`src/rtl/dbl_pkg.sv`:
```
package dbl_pkg;

   // pointer width is fixed by the doorbell format: low half of the data word
   localparam int DB_PTR_W = 16;

   typedef enum logic {
      DB_SQ_TAIL = 1'b0,
      DB_CQ_HEAD = 1'b1
   } db_kind_e;

   // advance a ring index by one, wrapping at the queue size
   function automatic logic [DB_PTR_W-1:0] ring_inc(input logic [DB_PTR_W-1:0] p,
                                                    input logic [DB_PTR_W-1:0] sz);
      logic [DB_PTR_W-1:0] n;
      n = p + DB_PTR_W'(1);
      return (n == sz) ? '0 : n;
   endfunction

endpackage

```
`src/rtl/dbl_addr_decode.sv`:
```
module dbl_addr_decode
   import dbl_pkg::*;
#(
   parameter int ADDR_W = 16,
   parameter int BASE   = 'h1000,
   parameter int NQ     = 4,
   parameter int QID_W  = 2
) (
   input  logic              wr_valid,
   input  logic [ADDR_W-1:0] wr_addr,
   output logic              hit,
   output db_kind_e          kind,
   output logic [QID_W-1:0]  qid
);
   localparam logic [ADDR_W-1:0] BASE_A = ADDR_W'(BASE);

   logic [ADDR_W-1:0] off;
   logic [ADDR_W-1:0] slot;
   logic              above, aligned, in_rng;
   logic              unused_low;

   always_comb begin
      off     = wr_addr - BASE_A;
      slot    = off >> 3;
      above   = (wr_addr >= BASE_A);
      aligned = (wr_addr[1:0] == 2'b00);
      in_rng  = (slot < ADDR_W'(NQ));
      hit     = wr_valid && above && aligned && in_rng;
      kind    = off[2] ? DB_CQ_HEAD : DB_SQ_TAIL;
      qid     = slot[QID_W-1:0];
   end

   assign unused_low = ^off[1:0];

endmodule

```
`src/rtl/dbl_sq_slot.sv`:
```
module dbl_sq_slot
   import dbl_pkg::*;
#(
   parameter int DLY_W = 8
) (
   input  logic                clk,
   input  logic                rst_n,
   input  logic                sel,
   input  logic [DB_PTR_W-1:0] val,
   input  logic [DB_PTR_W-1:0] size,
   input  logic                wake,
   input  logic [DLY_W-1:0]    delay,
   output logic [DB_PTR_W-1:0] tail,
   output logic                start
);
   logic             accept, arm;
   logic [DLY_W-1:0] load, cnt;

   always_comb begin
      accept = sel && (val < size);
      arm    = accept || wake;
      load   = (delay == '0) ? DLY_W'(1) : delay;
   end

   always_ff @(posedge clk or negedge rst_n) begin
      if (!rst_n) begin
         tail  <= '0;
         cnt   <= '0;
         start <= 1'b0;
      end else begin
         if (accept) tail <= val;
         // a fresh arm wins over an expiring count: restart, no pulse
         start <= !arm && (cnt == DLY_W'(1));
         if (arm)
            cnt <= load;
         else if (cnt != '0)
            cnt <= cnt - DLY_W'(1);
      end
   end

endmodule

```
`src/rtl/dbl_cq_slot.sv`:
```
module dbl_cq_slot
   import dbl_pkg::*;
(
   input  logic                clk,
   input  logic                rst_n,
   input  logic                sel,
   input  logic [DB_PTR_W-1:0] val,
   input  logic [DB_PTR_W-1:0] size,
   input  logic [DB_PTR_W-1:0] tail_in,
   output logic [DB_PTR_W-1:0] head,
   output logic                wake,
   output logic                irq
);
   logic accept, was_full;

   always_comb begin
      accept   = sel && (val < size);
      was_full = (ring_inc(tail_in, size) == head);
      wake     = accept && was_full;
   end

   always_ff @(posedge clk or negedge rst_n) begin
      if (!rst_n) begin
         head <= '0;
         irq  <= 1'b0;
      end else begin
         if (accept) head <= val;
         irq <= accept && (tail_in != val);
      end
   end

endmodule

```
`src/rtl/doorbell_decoder.sv`:
```
module doorbell_decoder
   import dbl_pkg::*;
#(
   parameter int NQ     = 4,
   parameter int ADDR_W = 16,
   parameter int DATA_W = 32,
   parameter int BASE   = 'h1000,
   parameter int DLY_W  = 8,
   localparam int QID_W = (NQ > 1) ? $clog2(NQ) : 1,
   localparam int PW    = DB_PTR_W
) (
   input  logic                clk,
   input  logic                rst_n,
   input  logic                wr_valid,
   input  logic [ADDR_W-1:0]   wr_addr,
   input  logic [DATA_W-1:0]   wr_data,
   input  logic [NQ-1:0]       sq_present,
   input  logic [NQ-1:0]       cq_present,
   input  logic [NQ*PW-1:0]    sq_size,
   input  logic [NQ*PW-1:0]    cq_size,
   input  logic [NQ*PW-1:0]    cq_tail,
   input  logic [NQ*QID_W-1:0] sq_bind,
   input  logic [DLY_W-1:0]    start_delay,
   output logic [NQ*PW-1:0]    sq_tail,
   output logic [NQ*PW-1:0]    cq_head,
   output logic [NQ-1:0]       sq_start,
   output logic [NQ-1:0]       cq_irq
);
   // register window: next power of two above the last doorbell plus the admin pair
   localparam int WIN_RAW = BASE + 4 + 2 * (NQ + 1) * 4;
   localparam int WIN     = 1 << $clog2(WIN_RAW + 1);

   if (NQ < 1) begin : g_bad_nq
      $error("doorbell_decoder: NQ must be at least 1");
   end
   if (DATA_W < PW) begin : g_bad_data
      $error("doorbell_decoder: DATA_W narrower than pointer");
   end
   if (ADDR_W < 31 && WIN > (1 << ADDR_W)) begin : g_bad_addr
      $error("doorbell_decoder: ADDR_W cannot reach the doorbell window");
   end
   if (DLY_W < 1) begin : g_bad_dly
      $error("doorbell_decoder: DLY_W must be at least 1");
   end

   logic             hit;
   db_kind_e         kind;
   logic [QID_W-1:0] qid;
   logic [PW-1:0]    val;
   logic [NQ-1:0]    cq_wake;

   assign val = wr_data[PW-1:0];

   if (DATA_W > PW) begin : g_hi
      logic unused_hi;
      assign unused_hi = ^wr_data[DATA_W-1:PW];
   end

   dbl_addr_decode #(
      .ADDR_W(ADDR_W), .BASE(BASE), .NQ(NQ), .QID_W(QID_W)
   ) u_dec (
      .wr_valid(wr_valid),
      .wr_addr (wr_addr),
      .hit     (hit),
      .kind    (kind),
      .qid     (qid)
   );

   for (genvar i = 0; i < NQ; i++) begin : g_cq
      logic sel;
      assign sel = hit && (kind == DB_CQ_HEAD) && (qid == QID_W'(i)) && cq_present[i];

      dbl_cq_slot u_slot (
         .clk    (clk),
         .rst_n  (rst_n),
         .sel    (sel),
         .val    (val),
         .size   (cq_size[i*PW +: PW]),
         .tail_in(cq_tail[i*PW +: PW]),
         .head   (cq_head[i*PW +: PW]),
         .wake   (cq_wake[i]),
         .irq    (cq_irq[i])
      );
   end

   for (genvar i = 0; i < NQ; i++) begin : g_sq
      logic sel, wake;
      assign sel = hit && (kind == DB_SQ_TAIL) && (qid == QID_W'(i)) && sq_present[i];

      always_comb begin
         wake = 1'b0;
         for (int j = 0; j < NQ; j++)
            if (sq_bind[i*QID_W +: QID_W] == QID_W'(j) && cq_wake[j])
               wake = sq_present[i];
      end

      dbl_sq_slot #(.DLY_W(DLY_W)) u_slot (
         .clk  (clk),
         .rst_n(rst_n),
         .sel  (sel),
         .val  (val),
         .size (sq_size[i*PW +: PW]),
         .wake (wake),
         .delay(start_delay),
         .tail (sq_tail[i*PW +: PW]),
         .start(sq_start[i])
      );
   end

endmodule

```
`config.mk`:
```
export PLATFORM = sky130hd
export DESIGN_NAME = doorbell_decoder
export DESIGN_NICKNAME = d
export VERILOG_FILES = /design/src/rtl/dbl_pkg.sv /design/src/rtl/dbl_addr_decode.sv /design/src/rtl/dbl_sq_slot.sv /design/src/rtl/dbl_cq_slot.sv /design/src/rtl/doorbell_decoder.sv
export SDC_FILE = /design/constraint.sdc
export NUM_CORES = 1
export LEC_CHECK = 0
export BUFFER_PORTS_ARGS = -buffer_cell sky130_fd_sc_hd__clkbuf_2
export CORE_AREA = 2 2 200 202
export DETAILED_ROUTE_END_ITERATION = 8
export DIE_AREA = 0 0 202 204
export GPL_TIMING_DRIVEN = 0
export PLACE_DENSITY_LB_ADDON = 0.08
export SLEW_MARGIN = 30
export SYNTH_ARGS = -nofsm -noshare
export SYNTH_HDL_FRONTEND = slang
export SYNTH_SLANG_ARGS = --single-unit
```
`constraint.sdc`:
```
create_clock -name clk -period 4.7 [get_ports clk]
set_clock_uncertainty 0.2 [all_clocks]
set_input_delay 0.47 -clock clk [delete_from_list [all_inputs] [get_ports clk]]
set_output_delay 0.47 -clock clk [all_outputs]
set_load 0.005 [all_outputs]
```
==> results.md, run 1 <==
Logic synthesis:
- The register area share after synthesis is 0.271.
- The number of nets handed over by synthesis was a little over 2000.
- Yosys mapped a number of flops with a built-in enable equal to 0.
- In the post-synthesis netlist, the biggest area contributors are sky130_fd_sc_hd__dfrtp_1 (27%), sky130_fd_sc_hd__mux2_2 (11%), sky130_fd_sc_hd__ha_1 (11%), sky130_fd_sc_hd__xnor2_1 (9.0%), sky130_fd_sc_hd__inv_1 (3.6%).
- Of all cell types, the one taking the most synthesized area is sky130_fd_sc_hd__dfrtp_1.
- sky130_fd_sc_hd__dfrtp_1 is the most common cell in the netlist.
- Synthesis inferred 168 register bits.
- The fraction of registers with async set or reset after synthesis is 1.00.
- Yosys printed 0 warnings.
- Yosys mapped the design onto a little over 80 distinct sky130hd cell types.
- Each instance of the synthesized netlist takes up on average 9.33 µm².
- The gate count of the mapped netlist is between 1500 and 2000.
- The cell area that synthesis handed to floorplanning was approximately 0.015 mm².
- The primary flip-flop cell chosen by synthesis mapping is sky130_fd_sc_hd__dfrtp_1.
- The share of synthesized area in the top cell type comes to 0.271.
- By count the netlist is led by sky130_fd_sc_hd__dfrtp_1 (168), sky130_fd_sc_hd__xnor2_1 (159), sky130_fd_sc_hd__mux2_2 (156).

Placement:
- The post-detailed-placement cell area is around 0.018 mm².
- Routability-driven placement finished with a final weighted congestion of approximately 0.94.
- The number of buffers inserted by port buffering is ~350.
- Summed over all nets, the half-perimeter wirelength after detailed placement is 47200 µm.

Finish:
- The share of post-route cells with drive strength above 1 is 0.300.
- The number of filler instances in the final layout is about 3900.
- After routing the design area is 0.0188 mm².
- The final-stage net count is about 2500.
- The core occupancy in the finished layout is 0.481.
- The growth of design area from synthesis to finish is 21.6%.

Global routing:
- The number of global-route vias before repair is 14300.
- The first global-routing pass estimated about 89000 µm of wire.
- The maximum number of pins on one net before global-route repair is 69.
- Global routing finished with a remaining overflow of 0.
- For this run, the total global-route usage over all layers was measured as 0.289.
- The initial antenna violation count came to 17.

Status:
- The flow ran to the end, and the final reports show no timing, DRC or antenna violations.

Setup path:
- The category of the critical setup timing path is in -> reg.
- Traced cell by cell, the critical path runs through clkbuf_1 > nand4_1 > nor3_4 > xnor2_1 > nor2b_1 > or4_1 > or4_1 > mux2i_1 > nand4_1 > nor3_2 > a2111oi_4 > mux2_2.
- The number of cells traversed by the worst register-to-register path is 11.
- In this run the critical register-to-register path is launched from g_cq[2].u_slot.head[4]$_DFFE_PN0P_.
- The cell family contributing the most delay on the critical path is simple AND/OR/NAND/NOR gates.
- Counting both buffers and inverters, the worst setup path holds a total of 1.
- The worst setup path is launched from an input pin.
- Data on the critical path is required at its endpoint by slightly below 5000 ps.
- The arrival time of the worst setup path is between 4000 and 5000 ps.
- The maximum fanout along the worst path is 9.
- The critical-path cell with the highest stage delay is sky130_fd_sc_hd__nor3_2.
- The worst register-to-register path has a setup slack of 680 ps.
- The cell count along the critical path is 12.
- The worst setup path is captured at a flip-flop.
- The worst register-to-register path ends at g_sq[2].u_slot.cnt[3]$_DFFE_PN0P_.
- The critical path's largest stage delay is ~560 ps.

Floorplan:
- The number of cell rows is between 70 and 80.
- The total area inside the core boundary comes to approximately 0.039 mm².
- The number of top-level pins is slightly above 400.
- The die covers 0.0412 mm².
- The die is 204 µm tall.
- The die is about 200 µm wide.
- The initial utilization of the core area, before any placement, comes to 0.395.

Timing:
- The count of pins over their slew limit is 0.
- The post-route minimum period is about 4600 ps.
- The measured slew at the worst slew-check pin is 1020 ps.
- The final worst-path cycle share is 0.968.
- The top achievable clock speed is about 220 MHz.
- Setup violations remaining at the end of the flow were counted as 0.
- The final number of hold-violating endpoints came to 0.
- The worst relative slew slack is 0.318.
- The total negative slack is 0 ps.

Pwr:
- Of the total power, registers draw 0.370.
- For this design the ratio of total power to cell area is approximately 250 mW/mm².
- The switching component of the power is between 1500 and 2000 µW.
- The internal power of the cells is 3090 µW.
- The share of total power dissipated in combinational logic is 0.322.
- The maximum resistive drop on vdd is between 0.2 and 0.3 mV.
- Of the total power, the clock network draws 0.309.
- The analysis attributes to cell leakage a power of roughly 0.0095 µW.
- The switching part of the total power is 0.336.

Clocking:
- The clock reaches the later pin of the worst-skew pair after around 440 ps.
- The H-tree level count is 4.
- The clock-pin slew on the worst setup and hold paths is 70 ps.
- Clock tree synthesis found a total of about 170 sinks.
- The total clock buffers created by CTS is 17.
- The clock passes through at most 2 buffers.
- The CTS tree is done.
- The tree is rooted in a sky130_fd_sc_hd__clkbuf_16.

Detailed routing:
- In this run the remaining antenna-violating nets after routing total 0.
- In this run the top signal layer used is met5.
- The detailed router placed around 14000 vias in this run.
- The pre-antenna-repair detailed-routing pass consisted of 5 iterations.
- After detailed routing, the number of vias per cell comes to about 5.6.
- The total routed wirelength is 60500 µm.
- The routed metal-1 wirelength is around 26000 µm.
- In the final routed layout, each cell accounts on average for about 23 µm.
- The met2 routed wirelength is 27900 µm.
- For this block, the initial DRC count from the detailed router was between 800 and 900.
- The number of remaining DRC errors is 0.
- Detailed routing placed a total of around 5000 µm of wire on met3.

Hold path:
- The worst hold path passes through 3 cells.
- In this run the worst hold path is classified as in -> reg.
- The startpoint identified for the worst hold timing path is start_delay[4].
- The hold-critical path endpoint is g_sq[0].u_slot.cnt[4]$_DFFE_PN0P_.

Job:
- The tool flagged a number of max-cap violations equal to 0.
==> logic make-up after synthesis <==
kind of cell	Yosys count	share of synthesized area
buf+inv	230	0.0598
fa+ha+maj	132	0.107
flops	168	0.271
compound gates	261	0.124
mux	169	0.122
xor+xnor	225	0.142
simple gates	476	0.174
==> cells in the final DEF (no fill, tap or decap), types with 6 or more instances in the layout <==
cell type	count
sky130_fd_sc_hd__o21a_1	10
sky130_fd_sc_hd__nor3_1	43
sky130_fd_sc_hd__and4_1	9
sky130_fd_sc_hd__a21o_1	59
sky130_fd_sc_hd__buf_4	20
sky130_fd_sc_hd__a21oi_1	41
sky130_fd_sc_hd__diode_2	8
sky130_fd_sc_hd__and2_1	6
sky130_fd_sc_hd__or3_1	11
sky130_fd_sc_hd__nand2_1	82
sky130_fd_sc_hd__and3_1	23
sky130_fd_sc_hd__xnor2_1	159
sky130_fd_sc_hd__inv_1	147
sky130_fd_sc_hd__clkbuf_1	52
sky130_fd_sc_hd__nand2b_1	20
sky130_fd_sc_hd__xor2_1	49
sky130_fd_sc_hd__ha_1	131
sky130_fd_sc_hd__nor4_1	36
sky130_fd_sc_hd__nor2_1	63
sky130_fd_sc_hd__o21ai_0	53
sky130_fd_sc_hd__a211oi_1	12
sky130_fd_sc_hd__nand4_1	60
sky130_fd_sc_hd__nand3_1	34
sky130_fd_sc_hd__a2111oi_4	7
sky130_fd_sc_hd__mux2_2	156
sky130_fd_sc_hd__o2111ai_1	7
sky130_fd_sc_hd__mux2i_1	13
sky130_fd_sc_hd__buf_2	7
sky130_fd_sc_hd__clkbuf_16	17
sky130_fd_sc_hd__nor2b_1	18
sky130_fd_sc_hd__clkbuf_2	360
sky130_fd_sc_hd__nor3b_1	16
sky130_fd_sc_hd__xnor3_1	17
sky130_fd_sc_hd__nand3b_1	11
sky130_fd_sc_hd__dfrtp_1	168
sky130_fd_sc_hd__or4_1	8
==> routing by layer <==
metal / GRT usage / vias to the layer above
met2: 0.474 / 560
met3: 0.0735 / 92
met4: 0.0885 / 16
met1: 0.373 / 6990
li1: - / 6767
met5: 0 / -
==> through the flow <==
stage | std cells | setup slack, ps | total power [µW] | hold WS [ps]
CTS | 2575 | 6.53 | 4680 | 128
detailed placement | 2544 | -606 | 3230 | 207
global route | 2592 | -49.8 | 4940 | 138
global placement | 2540 | -1110 | 3180 | 291
finish | 2595 | 150 | 4650 | 145
floorplan | 1661 | 436 | 2730 | -25.6
==> sequential cells by signal, summed over array words and instances, names as in the netlist <==
register,count
g_sq.u_slot.start,4
g_cq.u_slot.irq,4
g_sq.u_slot.tail,64
g_sq.u_slot.cnt,32
g_cq.u_slot.head,64
==> final cells by class <==
cell class / instances / area, µm² / area share
Clock inverter: 12 / 141 / 0.00750
Multi-Input combinational cell: 1264 / 10500 / 0.556
Clock buffer: 18 / 439 / 0.0233
Tap cell: 525 / 657 / 0.0349
Sequential cell: 168 / 4200 / 0.223
Timing Repair Buffer: 370 / 1960 / 0.104
Antenna cell: 8 / 20.0 / 0.00106
Buffer: 83 / 384 / 0.0204
Inverter: 147 / 552 / 0.0293
==> timing repair <==
item | CTS | global route
pin swaps | 1 | 9
setup endpoints to repair | 32 | 36
gates cloned | 0 | 1
hold buffers | 1 | 0
resized for setup | 1 | 7
hold endpoints to repair | 34 | 0
setup buffers | 0 | 10
==> power by group through the flow <==
stage                     clock network, µW  logic, µW  registers, µW
final                                  1440       1500           1720
after global routing                   1530       1670           1740
after CTS                              1470       1490           1720
after detailed placement                  0       1490           1740
after global placement                    0       1440           1740
after floorplan                           0       1010           1710
==> tightest hold or removal path: stages <==
cell	delay, ps
sky130_fd_sc_hd__clkbuf_2	150
sky130_fd_sc_hd__inv_1	70
sky130_fd_sc_hd__mux2i_1	50
==> how the worst max path moves through the flow <==
stage / startpoint / to / slack, ps
5_1_grt: cq_tail[35] / g_sq[2].u_slot.cnt[3]$_DFFE_PN0P_ / -50
4_1_cts: cq_tail[0] / g_sq[2].u_slot.cnt[3]$_DFFE_PN0P_ / 7
3_5_place_dp: cq_tail[35] / g_sq[3].u_slot.cnt[6]$_DFFE_PN0P_ / -610
3_3_place_gp: cq_tail[20] / g_sq[3].u_slot.cnt[7]$_DFFE_PN0P_ / -1110
2_1_floorplan: cq_tail[6] / g_sq[1].u_slot.cnt[1]$_DFFE_PN0P_ / 440
6_report: cq_tail[35] / g_sq[2].u_slot.cnt[3]$_DFFE_PN0P_ / 150
Note: power is estimated with default switching activity, not from simulation.
==> run 2: changes to the inputs <==
PLACE_DENSITY_LB_ADDON = not set   (was 0.08)
==> run 2 against run 1 <==
  * Maximum frequency rose by 0.34%
  * Core utilization about the same
  * Non-clock buffer count increased by 3
  * Clock power is essentially flat
  * Via count increased by 0.64%
  * Wire length increased by 0.91%
  * First-iteration DRC count rose by 12%
  * Global-route usage grew 0.28 points
  * Sequential cell count did not move
  * Sequential share of layout area hardly changed
  * Critical path depth up 1
  * Critical path type unchanged
==> results.md, run 2 (synthesized netlist as in run 1, its figures left out) <==
Pwr:
- The maximum resistive drop on vdd is about 0.36 mV.
- The analysis attributes to cell leakage a power of around 0.0095 µW.
- For this design the ratio of total power to cell area is ~250 mW/mm².

Clocking:
- The number of clock sinks is about 170.
- The cell chosen for the clock root is sky130_fd_sc_hd__clkbuf_16.
- The later pin in the worst-skew pair is clocked with a latency of 450 ps.
- Counting the buffers created by CTS gives 17.
- The clock-pin slew on the worst setup and hold paths is roughly 70 ps.
- TritonCTS built the clock tree.
- In this run the deepest clock path goes through 2 buffers.
- In this run the number of H-tree levels came out at 4.

Timing:
- The worst path in the final design needs a cycle of 4530 ps, including I/O delays and setup.
- Setup repair after global routing left no endpoint under its margin.
- The measured slew at the worst slew-check pin is slightly above 1000 ps.
- Across all setup checks in the final design, the least slack found is approximately 170 ps.
- In the final timing run, aggregate negative setup slack is 0 ps.
- Setup violations remaining at the end of the flow were counted as 0.
- The count of pins over their slew limit is 0.
- The top achievable clock speed is 221 MHz.
- The final number of hold-violating endpoints is 0.
- The final worst-path cycle share is 0.965.
- The tightest hold margin is 166 ps.
- In this run the tightest slew margin relative to its limit is 0.320.

Floorplan:
- The die covers 0.0412 mm².
- The die is slightly above 200 µm wide.
- The initial core utilization is 0.395.
- The number of cell rows is 73.
- Pin placement for this block handled approximately 400 I/O pins.
- The total area inside the core boundary comes to around 0.039 mm².
- The die is a little over 200 µm tall.

Global routing:
- The overall routing resource usage is 0.292.
- The initial antenna violation count is 6.
- The number of global-route vias before repair came to 14300.
- The first global-routing pass estimated roughly 90000 µm of wire.
- The maximum number of pins on one net before global-route repair is about 70.
- The total overflow reported by the global router is 0.

Placement:
- Timing analysis after detailed placement gives a worst setup slack of -628 ps.
- The number of buffers inserted by port buffering is 354.
- The HPWL after detailed placement is roughly 48000 µm.
- The final weighted congestion in routability-driven placement is 0.942.
- The number of placed cells counting well taps is around 2500.

Detailed routing:
- The number of antenna-violating nets in the routed design is 0.
- After detailed routing, the average wire length per cell comes to around 24 µm.
- The total via count after detailed routing is roughly 15000.
- The routed via count divided by cell count is between 5 and 6.
- The routed design has between 60000 and 70000 µm of wire.
- The DRC violation total after the first TritonRoute iteration is 943.
- The pre-antenna-repair detailed-routing pass consisted of 5 iterations.
- The number of remaining DRC errors is 0.

Finish:
- At the end of the flow, the number of nets in the layout was roughly 2500.
- For this run, the share of the core covered by cells in the final layout is 0.481.
- The count of placed standard cells in the final layout, fillers left out is about 2600.
- The share of post-route cells with drive strength above 1 is 0.299.
- In the final layout, the registers with the most flip-flops are g_cq.u_slot.head: 64 flops, g_sq.u_slot.tail: 64 flops, g_sq.u_slot.cnt: 32 flops.
- The growth of design area from synthesis to finish is 21.6%.
- The commonest non-fill, non-tap cell in the layout is sky130_fd_sc_hd__clkbuf_2.
- Leaving out fill and tap cells, the most frequent cells in the layout are sky130_fd_sc_hd__clkbuf_2 (356), sky130_fd_sc_hd__dfrtp_1 (168), sky130_fd_sc_hd__xnor2_1 (159), sky130_fd_sc_hd__mux2_2 (156), sky130_fd_sc_hd__inv_1 (147).

Setup path:
- The critical path startpoint category is an input pin.
- STA puts the critical path data arrival time at between 4000 and 5000 ps.
- The critical path is of the in -> reg type.
- The worst path buffer plus inverter count is 2.
- The worst setup path is captured at a flip-flop.
- Among the stages of the critical path, the cell type that occurs most often is sky130_fd_sc_hd__a2111oi_4.
- The critical path required time is 4820 ps.
- The critical-path cell with the highest stage delay is sky130_fd_sc_hd__nor4_2.
- The critical path goes through clkbuf_1 > nand4_1 > nor4_2 > xnor3_1 > o311ai_1 > nor4_1 > nand2_1 > a211o_1 > a2111oi_4 > a32o_1 > a2111oi_4 > buf_4 > mux2_2.
- The critical path's largest stage delay is about 600 ps.
- Along the worst path, the maximum fanout reaches 9.
- The top cell family by delay on the critical path is simple AND/OR/NAND/NOR gates.

Hold path:
- The worst hold path belongs to the class in -> reg.

Status:
- The flow ran to the end, and the final reports show no timing, DRC or antenna violations.

Job:
- Max-cap violations in this run came to 0.
==> run 2: cell type report <==
| type | count | area, µm² |
|---|---|---|
| antenna | 4 | 10.0 |
| buffer | 83 | 379 |
| clock buffer | 19 | 443 |
| clock inverter | 11 | 139 |
| fill | 3839 | 20300 |
| inverter | 147 | 552 |
| multi-input combinational | 1263 | 10500 |
| sequential | 168 | 4200 |
| tap | 525 | 657 |
| timing repair buffer | 373 | 1980 |
==> run 2: final timing paths <==
check	startpoint	to	slack [ps]	cells after the start
setup / recovery	cq_tail[20]	g_sq[0].u_slot.cnt[6]$_DFFE_PN0P_	170	13
hold / removal	start_delay[3]	g_sq[1].u_slot.cnt[3]$_DFFE_PN0P_	170	2
max in group asynchronous	rst_n	g_sq[0].u_slot.cnt[1]$_DFFE_PN0P_	2930	4
setup reg to reg	g_cq[2].u_slot.head[4]$_DFFE_PN0P_	g_sq[3].u_slot.cnt[4]$_DFFE_PN0P_	900	13
min in group asynchronous	rst_n	g_cq[2].u_slot.head[10]$_DFFE_PN0P_	320	2
hold reg to reg	g_sq[2].u_slot.tail[15]$_DFFE_PN0P_	g_sq[2].u_slot.tail[15]$_DFFE_PN0P_	310	1
==> run 2: per-stage QoR <==
step	area, µm²	power (µW)
finish	18800	4660
global route	18800	4940
CTS	18700	4680
detailed placement	18100	3230
global placement	17900	3180
floorplan	15500	2730
==> run 2: power breakdown <==
| group | switching [µW] | internal (µW) |
|---|---|---|
| combinational | 796 | 699 |
| sequential | 133 | 1590 |
| clock | 634 | 803 |
| total | 1560 | 3090 |
==> run 2: worst register-to-register path, delay by kind of cell, from the launching register on <==
family / cells / cell delay, ps
buf+inv: 2 / 420
flops: 1 / 460
compound gates: 2 / 160
mux: 2 / 480
xor+xnor: 2 / 360
simple gates: 5 / 1600
==> run 2: metal layers <==
metal	track usage	up-vias	part of all wire
li1	-	6774	-
met1	0.376	7091	0.43
met2	0.483	545	0.47
met3	0.0579	106	0.067
met4	0.110	2	0.033
met5	0	-	0.00018
==> run 2: repair_timing <==
action | in CTS | in global routing
hold buffers | 1 | 0
endpoints found under the hold margin | 46 | 0
buffers inserted | 0 | 13
pin swaps | 1 | 8
resized for setup | 2 | 7
setup endpoints to repair | 34 | 36
